### config.mk
export PLATFORM = sky130hd
export DESIGN_NAME = axi_wr_burst_master
export DESIGN_NICKNAME = d
export VERILOG_FILES = /design/src/rtl/axi_wr_pkg.sv /design/src/rtl/awb_lane_mask.sv /design/src/rtl/awb_wr_data.sv /design/src/rtl/axi_wr_burst_master.sv
export SDC_FILE = /design/constraint.sdc
export NUM_CORES = 1
export LEC_CHECK = 0
export ABC_AREA = 1
export CAP_MARGIN = 0
export CELL_PAD_IN_SITES_DETAIL_PLACEMENT = 0
export CELL_PAD_IN_SITES_GLOBAL_PLACEMENT = 1
export CORE_UTILIZATION = 33
export DETAILED_ROUTE_END_ITERATION = 16
export PLACE_DENSITY_LB_ADDON = 0.1
export SYNTH_ARGS = -nofsm -noshare
export SYNTH_HDL_FRONTEND = slang
export SYNTH_SLANG_ARGS = --single-unit
### constraint.sdc
create_clock -name clk_i -period 1.7 [get_ports clk_i]
set_input_delay 0.17 -clock clk_i [delete_from_list [all_inputs] [get_ports clk_i]]
set_output_delay 0.17 -clock clk_i [all_outputs]
set_load 0.005 [all_outputs]
### src/rtl/axi_wr_pkg.sv
package axi_wr_pkg;
  typedef enum logic {ST_IDLE = 1'b0, ST_BUSY = 1'b1} wr_state_e;
  localparam logic [1:0] BURST_INCR = 2'b01;
  localparam logic [1:0] RESP_OKAY  = 2'b00;
endpackage

### src/rtl/awb_lane_mask.sv
module awb_lane_mask #(
  parameter int STRB_W = 4,
  localparam int LANE_W = (STRB_W > 1) ? $clog2(STRB_W) : 1
) (
  input  logic [LANE_W-1:0] lane_i,
  input  logic [2:0]        size_i,
  output logic [STRB_W-1:0] strb_o
);
  logic [LANE_W-1:0] sz_mask;
  logic [LANE_W-1:0] hi;

  assign sz_mask = LANE_W'((32'd1 << size_i) - 32'd1);
  // upper lane is end of the size-aligned window holding lane_i
  assign hi      = lane_i | sz_mask;

  for (genvar i = 0; i < STRB_W; i++) begin : g_lane
    assign strb_o[i] = (LANE_W'(i) >= lane_i) && (LANE_W'(i) <= hi);
  end
endmodule

### src/rtl/awb_wr_data.sv
module awb_wr_data #(
  parameter int DATA_W = 32,
  parameter int LEN_W  = 8,
  localparam int STRB_W = DATA_W / 8,
  localparam int LANE_W = (STRB_W > 1) ? $clog2(STRB_W) : 1
) (
  input  logic              clk_i,
  input  logic              rst_ni,
  input  logic              start_i,
  input  logic [LANE_W-1:0] lane_i,
  input  logic [2:0]        size_i,
  input  logic [LEN_W-1:0]  len_i,
  input  logic              wready_i,
  output logic              wvalid_o,
  output logic [DATA_W-1:0] wdata_o,
  output logic [STRB_W-1:0] wstrb_o,
  output logic              wlast_o,
  output logic              done_o
);
  logic              wvalid_q, done_q;
  logic [LEN_W-1:0]  beat_q, len_q;
  logic [LANE_W-1:0] lane_q;
  logic [2:0]        size_q;
  logic [DATA_W-1:0] pat_q;
  logic              w_fire;
  logic [LANE_W-1:0] sz_mask;

  assign w_fire  = wvalid_q && wready_i;
  assign sz_mask = LANE_W'((32'd1 << size_q) - 32'd1);

  always_ff @(posedge clk_i or negedge rst_ni) begin
    if (!rst_ni) begin
      wvalid_q <= 1'b0;
      done_q   <= 1'b0;
      beat_q   <= '0;
      len_q    <= '0;
      lane_q   <= '0;
      size_q   <= '0;
      pat_q    <= '0;
    end else begin
      if (w_fire) pat_q <= pat_q + 1'b1;
      if (start_i) begin
        wvalid_q <= 1'b1;
        done_q   <= 1'b0;
        beat_q   <= '0;
        len_q    <= len_i;
        lane_q   <= lane_i;
        size_q   <= size_i;
      end else if (w_fire) begin
        if (wlast_o) begin
          wvalid_q <= 1'b0;
          done_q   <= 1'b1;
        end else begin
          beat_q <= beat_q + 1'b1;
          lane_q <= (lane_q & ~sz_mask) + LANE_W'(32'd1 << size_q);
        end
      end
    end
  end

  awb_lane_mask #(.STRB_W(STRB_W)) lane_mask_i (
    .lane_i (lane_q),
    .size_i (size_q),
    .strb_o (wstrb_o)
  );

  assign wvalid_o = wvalid_q;
  assign wdata_o  = pat_q;
  assign wlast_o  = (beat_q == len_q);
  assign done_o   = done_q;

  a_r5_w_hold: assert property (@(posedge clk_i) disable iff (!rst_ni)
    wvalid_q && !wready_i |=> wvalid_q && $stable(wdata_o) && $stable(wstrb_o) && $stable(wlast_o));
  a_r6_drop_after_last: assert property (@(posedge clk_i) disable iff (!rst_ni)
    w_fire && wlast_o |=> !wvalid_q);
  a_r7_strb_bounded: assert property (@(posedge clk_i) disable iff (!rst_ni)
    wvalid_q |-> (wstrb_o != '0) && ($countones(wstrb_o) <= (32'd1 << size_q)));
endmodule

### src/rtl/axi_wr_burst_master.sv
module axi_wr_burst_master
  import axi_wr_pkg::*;
#(
  parameter int ADDR_W     = 32,
  parameter int CMD_ADDR_W = 40,
  parameter int DATA_W     = 32,
  parameter int LEN_W      = 8,
  localparam int STRB_W    = DATA_W / 8,
  localparam int LANE_W    = (STRB_W > 1) ? $clog2(STRB_W) : 1
) (
  input  logic                  clk_i,
  input  logic                  rst_ni,
  input  logic                  cmd_valid_i,
  output logic                  cmd_ready_o,
  input  logic [CMD_ADDR_W-1:0] cmd_addr_i,
  input  logic [LEN_W-1:0]      cmd_len_i,
  input  logic [2:0]            cmd_size_i,
  output logic                  m_awvalid_o,
  input  logic                  m_awready_i,
  output logic [ADDR_W-1:0]     m_awaddr_o,
  output logic [LEN_W-1:0]      m_awlen_o,
  output logic [2:0]            m_awsize_o,
  output logic [1:0]            m_awburst_o,
  output logic                  m_wvalid_o,
  input  logic                  m_wready_i,
  output logic [DATA_W-1:0]     m_wdata_o,
  output logic [STRB_W-1:0]     m_wstrb_o,
  output logic                  m_wlast_o,
  input  logic                  m_bvalid_i,
  output logic                  m_bready_o,
  input  logic [1:0]            m_bresp_i,
  output logic                  err_o
);
  localparam logic [2:0] SIZE_MAX = 3'($clog2(STRB_W));

  wr_state_e         state_q;
  logic              awvalid_q, aw_done_q, err_q;
  logic [ADDR_W-1:0] awaddr_q;
  logic [LEN_W-1:0]  awlen_q;
  logic [2:0]        awsize_q;
  logic              cmd_fire, cmd_ok, start, b_fire, w_done;

  assign cmd_ready_o = (state_q == ST_IDLE);
  assign cmd_fire    = cmd_valid_i && cmd_ready_o;
  assign cmd_ok      = (cmd_addr_i[CMD_ADDR_W-1:ADDR_W] == '0) && (cmd_size_i <= SIZE_MAX);
  assign start       = cmd_fire && cmd_ok;
  assign m_bready_o  = (state_q == ST_BUSY) && aw_done_q && w_done;
  assign b_fire      = m_bvalid_i && m_bready_o;

  always_ff @(posedge clk_i or negedge rst_ni) begin
    if (!rst_ni) begin
      state_q   <= ST_IDLE;
      awvalid_q <= 1'b0;
      aw_done_q <= 1'b0;
      awaddr_q  <= '0;
      awlen_q   <= '0;
      awsize_q  <= '0;
      err_q     <= 1'b0;
    end else begin
      if (start) begin
        state_q   <= ST_BUSY;
        awvalid_q <= 1'b1;
        aw_done_q <= 1'b0;
        awaddr_q  <= cmd_addr_i[ADDR_W-1:0];
        awlen_q   <= cmd_len_i;
        awsize_q  <= cmd_size_i;
      end else if (awvalid_q && m_awready_i) begin
        awvalid_q <= 1'b0;
        aw_done_q <= 1'b1;
      end
      if (b_fire) begin
        state_q <= ST_IDLE;
        if (m_bresp_i != RESP_OKAY) err_q <= 1'b1;
      end
    end
  end

  awb_wr_data #(.DATA_W(DATA_W), .LEN_W(LEN_W)) wr_data_i (
    .clk_i    (clk_i),
    .rst_ni   (rst_ni),
    .start_i  (start),
    .lane_i   (cmd_addr_i[LANE_W-1:0]),
    .size_i   (cmd_size_i),
    .len_i    (cmd_len_i),
    .wready_i (m_wready_i),
    .wvalid_o (m_wvalid_o),
    .wdata_o  (m_wdata_o),
    .wstrb_o  (m_wstrb_o),
    .wlast_o  (m_wlast_o),
    .done_o   (w_done)
  );

  assign m_awvalid_o = awvalid_q;
  assign m_awaddr_o  = awaddr_q;
  assign m_awlen_o   = awlen_q;
  assign m_awsize_o  = awsize_q;
  assign m_awburst_o = BURST_INCR;
  assign err_o       = err_q;

  a_r2_ready_idle: assert property (@(posedge clk_i) disable iff (!rst_ni)
    cmd_ready_o |-> !m_awvalid_o && !m_wvalid_o && !m_bready_o);
  a_r4_aw_hold: assert property (@(posedge clk_i) disable iff (!rst_ni)
    awvalid_q && !m_awready_i |=> awvalid_q && $stable(m_awaddr_o) && $stable(m_awlen_o) && $stable(m_awsize_o));
  a_r10_err_set: assert property (@(posedge clk_i) disable iff (!rst_ni)
    b_fire && (m_bresp_i != RESP_OKAY) |=> err_o);
  a_r10_err_sticky: assert property (@(posedge clk_i) disable iff (!rst_ni)
    err_o |=> err_o);
  a_r11_reject: assert property (@(posedge clk_i) disable iff (!rst_ni)
    cmd_fire && !cmd_ok |=> cmd_ready_o && !m_awvalid_o && !m_wvalid_o);
endmodule

Word-level counts from Yosys, hierarchy flattened
Index checks and enable logic that the tools add are counted.
{ "totals": {"elab_cells": 71, "ff_bits": 91, "out_inout_bits": 87, "input_bits": 59} }
{ "op_classes": {"mux": 18, "bitwise_logic": 4, "n_addsub": 4, "reduce_logical": 21, "eq_ne": 2, "magnitude_cmp": 9, "shift": 1} }
{ "op_table": {"columns": ["op", "n"], "rows": [
  ["$add 32x1->32 const B", 1],
  ["$mux 8", 3],
  ["$logic_and 1x1->1", 12],
  ["$mux 1", 12],
  ["$reduce_bool 2->1", 5],
  ["$add 8x1->8 const B", 1],
  ["$eq 8x8->1", 1],
  ["$logic_not 8->1", 1],
  ["$mux 2", 3],
  ["$reduce_and 2->1", 3],
  ["$ge 1x2->1 const A", 2],
  ["$ge 2x2->1 const A", 2],
  ["$le 1x2->1 const A", 2],
  ["$le 2x2->1 const A", 2],
  ["$le 3x2->1 const B", 1],
  ["$shl 1x3->2 const A", 1],
  ["$add 2x2->2", 1],
  ["$and 2x2->2", 1],
  ["$ne 2x1->1 const B", 1],
  ["$not 2->2", 1],
  ["$or 2x2->2", 1],
  ["$sub 2x1->2 const B", 1],
  ["$not 1->1", 1]
]} }

Longest topological paths before layout
{ "depth": {"depth_word": 8, "depth_mapped": 10, "depth_no_buf": 10} }

Modules after synthesis
A second synthesis with hierarchy kept.
{ "hier_totals": {"cells_unflattened": 617, "area_unflattened_um2": 4983.5} }
{ "by_module_without_submodules": {"columns": ["mod", "n_inst", "area_per_inst_um2", "cells_per_inst"], "rows": [
  ["awb_wr_data", 1, 2959.1, 384],
  ["axi_wr_burst_master", 1, 1988.2, 225],
  ["awb_lane_mask", 1, 36.3, 8]
]} }

Least setup slack after synthesis
No wires, ideal clock.
{ "synth_path": {"path_kind": "register to register", "from": "register wr_data_i.pat_q[0], in the netlist wr_data_i.wdata_o[0]", "to": "register wr_data_i.pat_q[24], in the netlist wr_data_i.wdata_o[24]", "setup_slack_ns": 0.298, "required_time_ns": 1.587, "t_arrival_ns": 1.289, "stages_incl_launch_ff": 11, "path_cell_list": "dfrtp_1 > ha_1 > nand3_2 > nor2_4 > nand2_4 > nor2_4 > nand2_2 > nor2_2 > nand2_1 > nand2_1 > inv_1"} }
{ "synth_between": {"elab_chain_len": 1} }
{ "synth_lines": {"columns": ["item", "line", "rtl"], "rows": [
  ["start: declaration", "awb_wr_data.sv:24", "logic [DATA_W-1:0] pat_q;"],
  ["start signal: assignment", "awb_wr_data.sv:41", "if (w_fire) pat_q <= pat_q + 1'b1;"],
  ["$add 32x1->32", "awb_wr_data.sv:41", null]
]} }
No other way between the ends.
A chain may end at the register's enable or synchronous reset.

Worst setup path in the final report
{ "layout_path": {"from": "register wr_data_i.pat_q[1], in the netlist wr_data_i.wdata_o[1]", "to": "register wr_data_i.pat_q[14], in the netlist wr_data_i.wdata_o[14]"} }
The elaborated chain is that of the path after synthesis.

==> run summary <==
DIE
----------------------------------------------------------------------------------
Die outline height ..................................................     120.2 um
CORE AREA ...........................................................  0.01345 mm2
Placement Rows ......................................................           42
Starting density of the core ........................................       34.29%
Floorplan die area ..................................................  0.01446 mm2
Number of I/O pins ..................................................          146
Die width ...........................................................     120.2 um

YOSYS
----------------------------------------------------------------------------------
Avg Inst Size Synth .................................................    7.793 um2
Syn. warnings .......................................................            0
Number of synthesized register bits .................................           91
Number of different library cells in the post-synthesis netlist .....           32
Gate Count Post-Synth ...............................................          592
Post-synthesis cell area ............................................ 0.004613 mm2
Sequential fraction of the synthesis area ...........................       49.36%
Syn nets ............................................................          653

PWR
----------------------------------------------------------------------------------
PnR Total Power .....................................................   0.005111 W
Switching component of the power ....................................   0.001098 W
Switching power as a share of total power ...........................       21.49%
Fraction of power consumed by sequential logic ......................        44.2%
Logic gate share of total power .....................................        10.3%
Leakage power of the design .........................................     3.564 nW
IR Drop Worst-Case VDD ..............................................    0.5211 mV
Internal Dissipation ................................................   0.004013 W
Clock network fraction of total power ...............................        45.4%
Cell Pwr Density .................................................... 732.3 mW/mm2

LAYOUT
----------------------------------------------------------------------------------
Area growth syn-to-layout ...........................................       51.29%
Number of antenna cells inserted ....................................            0
Share of final-layout standard cells stronger than drive strength 1 .       13.20%
Most frequent cells in the layout ................................... 244 x nand2_1, 137 x clkdlybuf4s50_1, 90 x dfrtp_1
Fillcell total ......................................................        1,297
Final core utilization ..............................................       51.88%
Count of nets after finishing .......................................          844
Total area of multi-input combinational cells ....................... 0.002029 mm2
Most common cell after layout, fill and taps aside ..................      nand2_1
Combined flip-flop and latch cell area .............................. 0.002278 mm2
Post-route non-filler standard cell count ...........................          964

GRT
----------------------------------------------------------------------------------
Global-route wire length before repair ..............................    21,740 um
Global Route Usage Sum ..............................................       19.25%
Via count of the first global-routing pass ..........................        4,367
Initial antenna violation count .....................................            0
Total congestion overflow after global routing ......................            0
Pin count of the biggest net entering global routing ................           33

CTS
----------------------------------------------------------------------------------
Root buffer selected by CTS .........................................    clkbuf_16
Number of buffers inserted during clock tree synthesis ..............            9
Number of clock sinks ...............................................           91
CTS Buffer Depth ....................................................            2
Clk_lat worst skew ..................................................      0.35 ns
Max H-tree Level ....................................................            3
CTS tree ............................................................        built
Clk slew on worst S/H paths .........................................      0.07 ns

ROUTING
----------------------------------------------------------------------------------
Total Wirelength ....................................................    13,000 um
Routed wire per std cell ............................................     13.49 um
1st-iter DRT viols ..................................................          206
DR DRC count ........................................................            0
Vias per std cell ...................................................        4.528
Drt first pass iters ................................................            4
Antenna Nets Post-Route .............................................            0
DR vias .............................................................        4,365

WORST SETUP PATH
----------------------------------------------------------------------------------
Category of the worst setup path capture point ......................         flop
Largest stage delay on the critical path ............................      0.40 ns
Critical Path Stages ................................................            7
Data required time of the critical path .............................      1.97 ns
Crit start category .................................................         flop
Arr. time, crit path ................................................      1.87 ns
Crit-path cells ..................................................... ha_2, nand3_4, nor2_4, nand2_4, nor3_4, buf_4, xor2_1
Cell family with the largest share of critical-path delay ........... simple AND/OR/NAND/NOR gates
Maximum fanout along the worst path .................................            5
R2R depth ...........................................................            7
Category of the most critical setup path ............................      reg2reg
Buffering stage count on the worst path with inverters included .....            1
Slowest-stage cell, CP ..............................................      dfrtp_1

STA
----------------------------------------------------------------------------------
Endpoints failing hold ..............................................            0
Maximum clock frequency .............................................   0.6241 GHz
Total setup violations reported at the end of the flow ..............            0
Final-report max-slew violation count ...............................            0
Share of the clock period used by the worst path ....................       94.25%
Final clock skew ....................................................  0.006545 ns
Time the final worst path needs with I/O delays and setup ...........     1.602 ns

PLACE
----------------------------------------------------------------------------------
Total of buffers placed on input and output ports ...................          143
HPWL Detailed .......................................................      9516 um
Total placed cells including tap cells ..............................          918
Routability congestion estimate from global placement ...............       0.8590

RUN STATUS
----------------------------------------------------------------------------------
Status .............................................................. finished, final reports clean

RUN
----------------------------------------------------------------------------------
Number of violations of the max-capacitance limit ...................            0

MIN PATH
----------------------------------------------------------------------------------
Hold Path Class .....................................................     in2async

-- cells in the mapped netlist (all sizes together) --
master / instances / area [um2]
nand2: 254 / 985.9
a21oi: 8 / 40.04
o21ai: 4 / 20.02
dfrtp: 91 / 2277
clkbuf: 1 / 3.750
nand3: 37 / 207.7
xnor2: 10 / 87.58
nor3b: 2 / 20.02
conb: 2 / 7.510
buf: 13 / 95.08
nor3: 8 / 67.56
nor4: 1 / 6.260
nand4: 16 / 100.1
ha: 2 / 25.02
and3: 2 / 12.51
inv: 64 / 240.2
xor2: 12 / 105.1
a21boi: 1 / 7.510
nand3b: 3 / 22.52
nor2: 61 / 281.5
-- layout make-up --
type / count / share of cell area, %
Sequential cell: 91 / 32.65
Multi-Input combinational cell: 423 / 29.08
Timing Repair Buffer: 194 / 26.75
Clock buffer: 12 / 3.532
Inverter: 64 / 3.442
Tap cell: 176 / 3.155
Clock inverter: 4 / 1.398
-- final timing paths --
kind	start	end	slack, ns
worst max-delay path	wr_data_i.wdata_o[1]$_DFFE_PN0P_	wr_data_i.wdata_o[14]$_DFFE_PN0P_	0.1
worst min register to register	err_o$_DFFE_PN0P_	err_o$_DFFE_PN0P_	0.46
worst min-delay path	rst_ni	wr_data_i.beat_q[1]$_DFFE_PN0P_	0.32
min in group clk_i	cmd_addr_i[17]	m_awaddr_o[17]$_DFFE_PN0N_	0.35
max in group asynchronous	rst_ni	m_awaddr_o[28]$_DFFE_PN0N_	0.81
worst max register to register	wr_data_i.wdata_o[1]$_DFFE_PN0P_	wr_data_i.wdata_o[14]$_DFFE_PN0P_	0.1
-- power by group through the flow --
stage          Sequential [W]  Combinational, W  Clock [W]
2_1_floorplan         0.00230          0.000118          0
3_3_place_gp          0.00231          0.000425          0
3_5_place_dp          0.00231          0.000433          0
4_1_cts               0.00226          0.000487    0.00240
5_1_grt               0.00226          0.000583    0.00247
6_report              0.00226          0.000529    0.00232
-- per-layer routing --
layer / up-vias / track usage, % / routed length, um
li1: 2202 / - / -
met1: 2037 / 23.63 / 5736
met2: 116 / 31.61 / 6188
met3: 10 / 7.500 / 932
met4: 0 / 4.784 / 145
met5: - / 0 / 0
-- worst reg2reg max path: cells and delay by family (launching register included) --
kind | cells | cell delay, ns
XOR/XNOR | 1 | 0.13
adder cells (fa/ha/maj) | 1 | 0.21
buffers and inverters | 1 | 0.16
flip-flops | 1 | 0.40
AND/OR/NAND/NOR | 4 | 0.63
-- what timing repair did --
action,4_1_cts,5_1_grt
hold buffers,1,0
setup endpoints to repair,4,5
endpoints found under the hold margin,29,0
gates resized for setup,12,9
buffers inserted,21,9
pin swaps,5,8
-- logic make-up after synthesis --
| logic type | synth area share, % |
|---|---|
| buffers and inverters | 7.350 |
| XOR/XNOR | 4.177 |
| adder cells (fa/ha/maj) | 0.5424 |
| AO/OA/AOI/OAI | 1.465 |
| AND/OR/NAND/NOR | 36.94 |
| other | 0.1628 |
| flip-flops | 49.36 |
-- state kept, by name (all words and copies together), names as in the netlist, 2 cells and up --
| register | count |
|---|---|
| m_awaddr_o | 32 |
| wr_data_i.wdata_o | 32 |
| wr_data_i.beat_q | 8 |
| wr_data_i.len_q | 8 |
| wr_data_i.size_q | 3 |
| wr_data_i.lane_q | 2 |
-- per-stage QoR --
step                TNS [ns]  setup WS [ns]  hold slack [ns]  instance area [um2]
CTS                        0        0.01002           0.3190                 6908
floorplan                  0         0.2979          -0.1256                 4613
finish                     0        0.09782           0.3203                 6979
detailed placement         0       0.009016           0.1543                 6384
global placement           0        0.03734           0.1598                 6384
global route        -0.01806      -0.009786           0.3537                 6979
Power figures use the tool's default switching activity.
